==> config.mk <==
export PLATFORM = sky130hd
export DESIGN_NAME = pci_bus_arbiter
export DESIGN_NICKNAME = d
export VERILOG_FILES = /design/src/rtl/pci_bus_arbiter.sv
export SDC_FILE = /design/constraint.sdc
export NUM_CORES = 1
export LEC_CHECK = 0
export BUFFER_PORTS_ARGS = -buffer_cell sky130_fd_sc_hd__buf_2
export CAP_MARGIN = 20
export CORE_UTILIZATION = 59
export DETAILED_ROUTE_END_ITERATION = 8
export PLACE_DENSITY_LB_ADDON = 0.12
export SLEW_MARGIN = 25
export SYNTH_ARGS = -nofsm -noshare
export SYNTH_HDL_FRONTEND = slang
export SYNTH_SLANG_ARGS = --single-unit
==> constraint.sdc <==
create_clock -name clk -period 7.1 [get_ports clk]
set_clock_uncertainty 0.1 [all_clocks]
set_input_delay 1.775 -clock clk [delete_from_list [all_inputs] [get_ports clk]]
set_output_delay 1.775 -clock clk [all_outputs]
set_load 0.02 [all_outputs]
==> src/rtl/pci_bus_arbiter.sv <==
module pci_bus_arbiter #(
  parameter int NUM_EXT   = 6,
  parameter int HOLD_CLKS = 2
) (
  input  logic               clk,
  input  logic               rst_n,
  input  logic               ext_arb_mode,
  input  logic [NUM_EXT:0]   req_en,
  input  logic [NUM_EXT:0]   req_hi,
  input  logic               int_req,
  input  logic [NUM_EXT-1:0] req_n_ext,
  input  logic               frame_n,
  input  logic               irdy_n,
  output logic               int_gnt,
  output logic [NUM_EXT-1:0] gnt_n_ext,
  output logic               par_drive
);
  localparam int N  = NUM_EXT + 1;
  localparam int IW = $clog2(N);
  localparam int CW = $clog2(HOLD_CLKS + 1);

  typedef enum logic [1:0] {S_ARB, S_HOLD, S_GAP} st_t;

  st_t           st;
  logic [CW-1:0] cnt;
  logic [N-1:0]  gnt_q, nxt_gnt, reqs, hi_v, lo_v;
  logic [IW-1:0] last_hi, last_lo, hi_idx, lo_idx, own_idx;
  logic          hi_ok, lo_ok, lo_turn;

  function automatic logic [IW:0] rr_pick(input logic [N-1:0] v, input logic [IW-1:0] last);
    logic [IW:0] res;
    res = '0;
    for (int k = N; k >= 1; k--) begin
      int j;
      j = (int'(last) + k) % N;
      if (v[j]) res = {1'b1, IW'(j)};
    end
    return res;
  endfunction

  assign reqs = req_en & {~req_n_ext, int_req};
  assign hi_v = reqs & req_hi;
  assign lo_v = reqs & ~req_hi;
  assign {hi_ok, hi_idx} = rr_pick(hi_v, last_hi);
  assign {lo_ok, lo_idx} = rr_pick(lo_v, last_lo);

  always_comb begin
    nxt_gnt = '0;
    if (lo_turn && lo_ok)  nxt_gnt[lo_idx] = 1'b1;
    else if (hi_ok)        nxt_gnt[hi_idx] = 1'b1;
    else if (lo_ok)        nxt_gnt[lo_idx] = 1'b1;
    else if (req_en[0])    nxt_gnt[0] = 1'b1;
  end

  always_comb begin
    own_idx = '0;
    for (int i = 0; i < N; i++)
      if (gnt_q[i]) own_idx = IW'(i);
  end

  always_ff @(posedge clk or negedge rst_n) begin
    if (!rst_n) begin
      st      <= S_ARB;
      cnt     <= '0;
      gnt_q   <= '0;
      last_hi <= IW'(N - 1);
      last_lo <= IW'(N - 1);
      lo_turn <= 1'b0;
    end else if (ext_arb_mode) begin
      st    <= S_ARB;
      gnt_q <= '0;
    end else if (st == S_HOLD) begin
      if (cnt == '0) begin
        st    <= S_GAP;
        gnt_q <= '0;
      end else begin
        cnt <= cnt - 1'b1;
      end
    end else if (st == S_ARB && |gnt_q && !frame_n) begin
      st  <= S_HOLD;
      cnt <= CW'(HOLD_CLKS - 1);
      if (req_hi[own_idx]) begin
        last_hi <= own_idx;
        lo_turn <= 1'b1;
      end else begin
        last_lo <= own_idx;
        lo_turn <= 1'b0;
      end
    end else begin
      st    <= S_ARB;
      gnt_q <= frame_n ? nxt_gnt : '0;
    end
  end

  assign int_gnt   = ext_arb_mode ? ~req_n_ext[0] : gnt_q[0];
  assign gnt_n_ext = ext_arb_mode ? '1 : ~gnt_q[N-1:1];
  assign par_drive = int_gnt & frame_n & irdy_n;

  p_en_r1: assert property (@(posedge clk) disable iff (!rst_n)
    !ext_arb_mode |=> ((gnt_q & ~$past(gnt_q) & ~$past(req_en)) == '0));

  p_hold_r3: assert property (@(posedge clk) disable iff (!rst_n)
    (!ext_arb_mode && st == S_ARB && |gnt_q && !frame_n) |=> (gnt_q == $past(gnt_q)));

  p_gap_r3: assert property (@(posedge clk) disable iff (!rst_n || ext_arb_mode)
    (st == S_GAP) |-> (&gnt_n_ext && !int_gnt));

  p_one_r6: assert property (@(posedge clk) disable iff (!rst_n || ext_arb_mode)
    $onehot0({~gnt_n_ext, int_gnt}));

  p_free_r6: assert property (@(posedge clk) disable iff (!rst_n)
    (!ext_arb_mode && !frame_n) |=> (gnt_q == '0 || gnt_q == $past(gnt_q)));

  p_park_r7: assert property (@(posedge clk) disable iff (!rst_n)
    (!ext_arb_mode && st != S_HOLD && frame_n && reqs == '0 && req_en[0]) |=> gnt_q[0]);

  p_ext_r8: assert property (@(posedge clk) disable iff (!rst_n)
    ext_arb_mode |=> (gnt_q == '0));
endmodule

# After elaboration in Yosys (flattened, before gate mapping)
# Index checks and enable logic that the tools add are counted.
[word_totals]
reg_bits = 18
latch_bits = 0
ramBits = 0
rom_bits = 0
inputBits = 26
output_inout_bits = 8
memories = 0
[op_classes]
add_sub_neg = 15
multipliers = 0
div_mod_pow = 14
order_cmp = 19
eq_ne = 4
shift = 0
mux = 88
n_bitwise = 12
reduce_logical = 15
[ops]
columns = ["op", "count"]
rows = [
  ["$lt 32x5->1 const B", 14],
  ["$mod 32x4->32 const B", 14],
  ["$mux 4", 14],
  ["$mux 7", 7],
  ["$bmux 1 s3", 15],
  ["$mux 1", 37],
  ["$add 3x3->4 const B", 8],
  ["$and 7x7->7", 3],
  ["$add 3x2->4 const B", 4],
  ["$mux 3", 5],
  ["$lt 3x4->1 const B", 3],
  ["$mux 2", 6],
  ["$mux 6", 2],
  ["$not 6->6", 2],
  ["$add 3x1->4 const B", 2],
  ["$reduce_and 4->1", 2],
  ["$not 7->7", 1],
  ["$reduce_or 7->1", 1],
  ["$demux 1 s3", 2],
  ["$ge 3x1->1 const B", 2],
  ["$reduce_and 3->1", 2],
  ["$logic_and 1x1->1", 5],
  ["$logic_not 2->1", 2],
  ["$not 1->1", 4],
  ["other kinds (9)", 10],
]

# Logic depth before layout (Yosys ltp)
# Gate-level depths: netlist of run 1.
[logic_depth]
word_depth = 24
ltp_mapped = 22

# Worst setup path after synthesis of run 1
# OpenSTA, ideal clock, no wires.
[synth_timing]
kind = "flip-flop to flip-flop"
startpoint = "register last_lo[0]"
endpoint = "register gnt_q[0]"
t_arrival_ns = 5.272
t_required_ns = 6.878
slack_ns = 1.607
stages_incl_launch_ff = 23
path_buffers = 6
cell_sequence = "dfrtp_1 -> buf_4 -> buf_6 -> inv_1 -> clkbuf_1 -> buf_6 -> ha_1 -> clkbuf_1 -> inv_1 -> buf_6 -> ha_1 -> ha_1 -> nor3b_1 -> a32oi_1 -> a21oi_1 -> mux2_2 -> a311oi_1 -> nor3_1 -> nor2_1 -> a21oi_1 -> o41ai_1 -> o311ai_1 -> a32o_1"
[synth_via]
elab_chain_cells = 23
elab_cells_between_ends = 55
[synth_rtl]
columns = ["element", "line_no", "rtl"]
rows = [
  ["start, declared", "27", "logic [IW-1:0] last_hi, last_lo, hi_idx, lo_idx, own_idx;"],
  ["start signal, assigned", "67", "last_lo <= IW'(N - 1);"],
  ["start signal, assigned", "86", "last_lo <= own_idx;"],
  ["$add 3x3->4", "35", "j = (int'(last) + k) % N;"],
  ["$mod 32x4->32", "35", ""],
  ["$bmux 1 s3", "36", "if (v[j]) res = {1'b1, IW'(j)};"],
  ["$mux 1 (implied by the code) (2 in a row)", "36", ""],
  ["$mux 4 (6 in a row)", "36", ""],
  ["$mux 4 (*)", "36", ""],
  ["$lt 3x4->1 (implied by the code) / $ge 3x1->1 (equally long branches)", "49, 51", ""],
  ["$logic_and 1x1->1 (implied by the code)", "49, 51", ""],
  ["$mux 1 (implied by the code)", "49, 51", ""],
  ["$demux 1 s3", "49, 51", ""],
  ["$mux 1", "51", "else if (lo_ok) nxt_gnt[lo_idx] = 1'b1;"],
  ["$mux 7", "50", "else if (hi_ok) nxt_gnt[hi_idx] = 1'b1;"],
  ["$mux 7 (*)", "49", "if (lo_turn && lo_ok) nxt_gnt[lo_idx] = 1'b1;"],
  ["$mux 7 (*)", "91", "gnt_q <= frame_n ? nxt_gnt : '0;"],
  ["$mux 7 (*)", "79", "end else if (st == S_ARB && |gnt_q && !frame_n) begin"],
  ["$mux 7 (*)", "72", "end else if (st == S_HOLD) begin"],
  ["$mux 7 (*)", "69", "end else if (ext_arb_mode) begin"],
  ["end signal, assigned", "91", ""],
  ["end, declared", "26", "logic [N-1:0] gnt_q, nxt_gnt, reqs, hi_v, lo_v;"],
]
# Every way passes the cells marked *; elsewhere a longest branch is shown, timed or not. The select of a mux whose other input is x is not followed.
# A chain may end at the register's enable or synchronous reset.

# Worst setup path after layout of run 1
[layout_timing]
startpoint = "register last_lo[1]"
endpoint = "register gnt_q[0]"
# The elaborated chain is that of the path after synthesis.

==> flow_summary.yaml, run 1 <==
synth:
  synthArstFlopShare_pct: 100
  syn_area_mm2: 0.00603
  synth_flop_cell: "dfrtp_1"
  post_synth_xor_area_fraction_pct: 3.94
  synth_top_family_by_area: "compound AO/OA/AOI/OAI gates"
  synthSimpleGateAreaFrac_pct: 28.2
  avgSynthCellArea_um2: 7.31
  synth.mux.area_fraction_pct: 8.34
  yosysWarnings: 0
  synth_compound_area_share_pct: 37.2
  ys_types: 95
  syn-num-nets: 894
  synth_edf_count: 0
  synth_fa_ha_area_share_pct: 8.92
  ys_seq_area_share_pct: 7.55
  synth_seq_cells: 18
  synthCells: 825
global_route:
  grt_overflow_total: 0
  grt_pass1_wl_um: 30100
  grt_max_degree: 54
  grt_pass1_vias: 6148
  grtUsageTotal_pct: 35.8
  antenna_found_initial: 0
cts:
  cts_tree: "built"
  cts_resized: 0
  cts.sinks: 18
  htreeDepth: 1
  root_buffer: "clkbuf_8"
  clockBufferDepth: 2
  clk_latency_ns: 0.27
  post_cts_buffers: 0
  cts_buffers: 3
  clk_pin_slew_ns: 0.08
  ctsHoldBuffers: 0
route:
  firstDrtPassIters: 5
  vias: 6890
  route.detailed.drc: 0
  ant_nets: 0
  postRouteWirelength_um: 19300
  drt_iter0_drc: 716
  via_per_inst: 7.18
  wl_per_cell_um: 20.1
sta:
  layout_min_cycle_time_ns: 5.87
  report.final.slew_viol_count: 0
  worst_pin_slew_ns: 1.00
  finalCritPeriodShare_pct: 82.7
  setup_viol: 0
  slew_headroom_pct: 33.1
  rsz0062_at_grt: "false"
  hold_viol_final: 0
  finalSetupTns_ns: 0
  fmax_ghz: 0.170
critical_path:
  critPathKind: "reg -> reg"
  cp.required_ns: 7.16
  endpoint_kind: "flip-flop"
  worstPathMaxFanout: 16
  startpoint_type: "flip-flop"
  crit_arrival_ns: 5.93
cells_and_area:
  nNetsFinal: 896
  synthToLayoutAreaGrowth_pct: 4.21
  drive_gt1_share_pct: 13.0
  n_antenna_cell: 0
placement:
  dp_hpwl_um: 14700
  gp_routability_congestion: 1.05
  io_buffers: 33
floorplan:
  fp.dieH_um: 103
  num_io_pins: 34
  die_w_um: 103
  coreArea_mm2: 0.00986
  fp-row-count: 36
  initial_utilization_pct: 61.2
  fp.dieArea_mm2: 0.0106
run_status:
  outcome: "complete, no violations"
flow_run:
  cap_viol_max_count: 0
worst_hold_path:
  holdCritPathClass: "reg -> reg"
layout make-up:
type | instances | area [µm²]
Tap cell | 133 | 166
Fill cell | 856 | 3580
Inverter | 37 | 141
Multi-Input combinational cell | 725 | 5240
Timing Repair Buffer | 42 | 233
Sequential cell | 18 | 455
Clock buffer | 4 | 55.1
cells in the final DEF (no fill, tap or decap), types with 9 or more instances in the layout:
cell type and n:
o21ai_0 40, o21a_1 10, nand2_1 78, nor2b_1 9, or2_2 9, buf_2 33
xnor2_1 20, inv_1 36, a211o_1 9, ha_1 43, nand3b_1 10, a211oi_1 23
mux2i_1 30, buf_4 9, mux2_2 12, a21oi_1 55, a31oi_1 16, nor2_1 53
o211ai_1 22, dfrtp_1 14, nor3_1 17, nand2b_1 20, nand3_1 24, nor3b_1 12
and3b_1 10, o221ai_1 12, and2_1 18
synth_stat cells, types with 5 or more instances:
cell / number / area, µm²
o22ai_1: 6 / 37.5
nand2_1: 78 / 293
a311oi_1: 8 / 70.1
buf_1: 6 / 22.5
and3b_1: 10 / 87.6
nor3_1: 17 / 85.1
ha_1: 43 / 538
a32o_1: 5 / 50.1
o32ai_1: 7 / 61.3
dfrtp_1: 14 / 350
nand2b_1: 20 / 125
and3_1: 7 / 43.8
or2_2: 9 / 56.3
a211oi_1: 23 / 173
o31ai_1: 8 / 60.1
nand3_1: 24 / 120
nor2_1: 53 / 199
and2_1: 18 / 113
buf_2: 6 / 30.0
a211o_1: 9 / 78.8
nand3b_1: 10 / 75.1
o221ai_1: 12 / 105
or3_1: 7 / 43.8
o21ai_0: 40 / 200
inv_1: 36 / 135
a22oi_1: 6 / 45.0
a21o_1: 6 / 45.0
o21a_1: 10 / 75.1
clkbuf_1: 26 / 97.6
a21boi_0: 8 / 60.1
a21oi_1: 55 / 275
o211ai_1: 22 / 165
xnor2_1: 20 / 175
nor3b_1: 13 / 97.6
nor4b_1: 7 / 61.3
mux2_2: 12 / 135
nor2b_1: 9 / 56.3
a31oi_1: 16 / 100
mux2i_1: 30 / 300
o211a_1: 5 / 50.1
metal layers:
metal	up-vias	wire length (µm)	GRT usage (%)
met3	44	1920	5.56
met4	0	358	10.4
met5	-	0	0
met1	3240	8510	50.2
met2	399	8460	56.7
li1	3207	-	-
registers in the layout (all words and copies together), names as in the netlist:
register  flops
st            2
gnt_q         7
last_lo       3
cnt           2
last_hi       3
lo_turn       1
metrics by stage:
step	utilization [%]	worst slack, ns	hold WS [ns]	cells	cell area (µm²)
floorplan	-	1.61	0.340	825	6030
global placement	63.1	1.68	0.353	955	6220
detailed placement	63.1	1.34	0.364	955	6220
CTS	63.6	1.34	0.372	959	6280
global route	63.7	0.816	0.399	959	6290
finish	63.7	1.23	0.370	959	6290
cell families after synthesis:
group | count (synthesis)
buf+inv | 82
flops | 18
fa+ha+maj | 43
mux | 45
compound gates | 301
xor+xnor | 25
simple gates | 311
final timing paths:
kind,startpoint,end,slack [ns],cells after the start
setup / recovery,last_lo[1],gnt_q[0],1.23,16
hold / removal,cnt[0],cnt[0],0.37,1
setup reg to reg,last_lo[1],gnt_q[0],1.23,16
hold reg to reg,cnt[0],cnt[0],0.37,1
max in group asynchronous,rst_n,last_hi[1],5.23,1
min in group asynchronous,rst_n,gnt_q[1],1.34,1
worst max-delay path, stage by stage, from the launching register on:
cell and delay (ns):
dfstp_2 0.68, inv_1 0.20, ha_1 0.43, xor2_1 0.34
ha_1 0.20, ha_1 0.30, nor3b_1 0.36, a32oi_1 0.26
a21oi_1 0.43, mux2_2 0.40, a311oi_1 0.44, nor3_1 0.15
nor2_1 0.13, a21oi_1 0.07, o41ai_1 0.76, o311ai_1 0.22
a32o_1 0.29
Power of run 1 is not shown: default switching activity piles up to over one toggle a cycle in this logic, so the estimate is an artifact.
==> inputs of run 2 (changes only) <==
- CORE_UTILIZATION: 59 -> 58
- clock period: 7.1 -> 5.18 ns (I/O delays scaled with it)
==> run 2 against run 1 <==
Compared with the run above:
- global-route usage rose by 0.35 points
- final cell count rose by 2.3%
- worst hold slack got worse by 0.0031 ns
- register-to-register slack got worse by 1.0 ns
- first-iteration DRC count fell by 4.3%
- sequential cell count did not move
- routed wire length rose by 5.0%
- via count rose by 1.4%
- sequential share of layout area fell by 0.31 points
- clock-buffer cell count did not move
- die area rose by 1.7%
- design area rose by 4.5%
- largest cell class unchanged
==> flow_summary.yaml, run 2 (synthesized netlist as in run 1, its figures left out) <==
run_status:
  outcome: "complete, no violations"
cells_and_area:
  final_cell_area_mm2: 0.00657
  regMostFlops: "gnt_q"
  final_cells: 981
  synthToLayoutAreaGrowth_pct: 8.86
  drive_gt1_share_pct: 17.7
  final_common_cell: "nand2_1"
  n_antenna_cell: 0
  top_regs: "gnt_q (7), last_hi (3), last_lo (3)"
  largest_reg_flops: 7
  nNetsFinal: 918
  most-common-layout-cells: "nand2_1, a21oi_1, nor2_1, ha_1, o21ai_0"
global_route:
  grt_max_degree: 39
  grt_util_met1_pct: 54.0
  grt_most_used_layer: "met2"
  antenna_found_initial: 0
  gr-usage-met3_pct: 4.07
  grtUsageTotal_pct: 36.2
  grt_overflow_total: 0
  grt_pass1_wl_um: 32200
  grt_pass1_vias: 6233
  use_met2_pct: 54.1
sta:
  report.final.slew_viol_count: 0
  layout_min_cycle_time_ns: 4.96
  hold_viol_final: 0
  worst_pin_slew_ns: 0.746
  setup_viol: 0
  fmax_ghz: 0.201
  finalCritPeriodShare_pct: 95.8
  slew_headroom_pct: 49.6
critical_path:
  r2r_slack_ns: 0.22
  crit_arrival_ns: 5.06
  worstPathMaxFanout: 14
  startpoint_type: "flip-flop"
  critPathKind: "reg -> reg"
  cp.required_ns: 5.28
  endpoint_kind: "flip-flop"
placement:
  gp_routability_congestion: 1.07
  placed_cell_area_mm2: 0.00639
  io_buffers: 33
  dp_hpwl_um: 15700
  dpl.cell_count: 975
route:
  vias: 6986
  postRouteWirelength_um: 20200
  firstDrtPassIters: 6
  drt_iter0_drc: 685
  wl_per_cell_um: 20.6
  route.detailed.drc: 0
  ant_nets: 0
  via_per_inst: 7.12
worst_hold_path:
  holdCritPathClass: "reg -> reg"
cts:
  htreeDepth: 1
  cts.sinks: 18
  clk_latency_ns: 0.26
  ctsHoldBuffers: 0
  cts_buffers: 3
  clk_pin_slew_ns: 0.08
  root_buffer: "clkbuf_8"
  clockBufferDepth: 2
  cts_tree: "built"
floorplan:
  fp.dieArea_mm2: 0.0108
  die_w_um: 104
  coreArea_mm2: 0.00991
  num_io_pins: 34
  fp-row-count: 36
  fp.dieH_um: 104
  initial_utilization_pct: 60.9
flow_run:
  cap_viol_max_count: 0
## run 2: worst max-delay path: stages (launching register included)
cell,delay (ns)
dfstp_2,0.61
inv_1,0.16
ha_1,0.33
buf_4,0.21
ha_1,0.22
ha_2,0.31
and4b_1,0.21
and2_2,0.22
a32o_1,0.27
a22o_1,0.22
a211o_1,0.32
a2bb2oi_4,0.25
nand2_2,0.10
or4_4,0.54
a211oi_4,0.37
nor4b_1,0.32
a211o_1,0.14
## run 2: worst paths after layout
check                           start    endpoint  cells after the start
min                            cnt[0]      cnt[0]                      1
min reg2reg                    cnt[0]      cnt[0]                      1
max in group asynchronous       rst_n  last_hi[2]                      1
max                        last_lo[1]    gnt_q[1]                     16
min in group asynchronous       rst_n    gnt_q[4]                      1
max reg2reg                last_lo[1]    gnt_q[1]                     16
## run 2: cell type report
type | instances | area (µm²)
timing repair buffer | 64 | 398
sequential | 18 | 455
fill | 900 | 3340
clock buffer | 4 | 55.1
multi-input combinational | 725 | 5350
tap | 133 | 166
inverter | 37 | 141
## run 2: what timing repair did
action | CTS | global route
gates resized for setup | 0 | 21
setup buffers | 0 | 2
hold endpoints to repair | 0 | 0
endpoints found under the setup margin | 0 | 7
## run 2: layer usage
metal / share of wire (%) / vias up
li1: - / 3240
met1: 46 / 3273
met2: 42 / 414
met3: 9.8 / 59
met4: 2.5 / 0
met5: 0 / -
## run 2: through the flow
step                  TNS, ns  hold slack, ns  setup slack, ns  utilization [%]
finish                      0           0.367            0.217             66.3
global placement            0           0.352            0.319             64.5
detailed placement          0           0.360            0.171             64.5
CTS                         0           0.371            0.144             65.1
floorplan                   0           0.340           0.0199                -
global route        -0.000335           0.384        -0.000335             66.3
Power of run 2 is left out for the same reason.
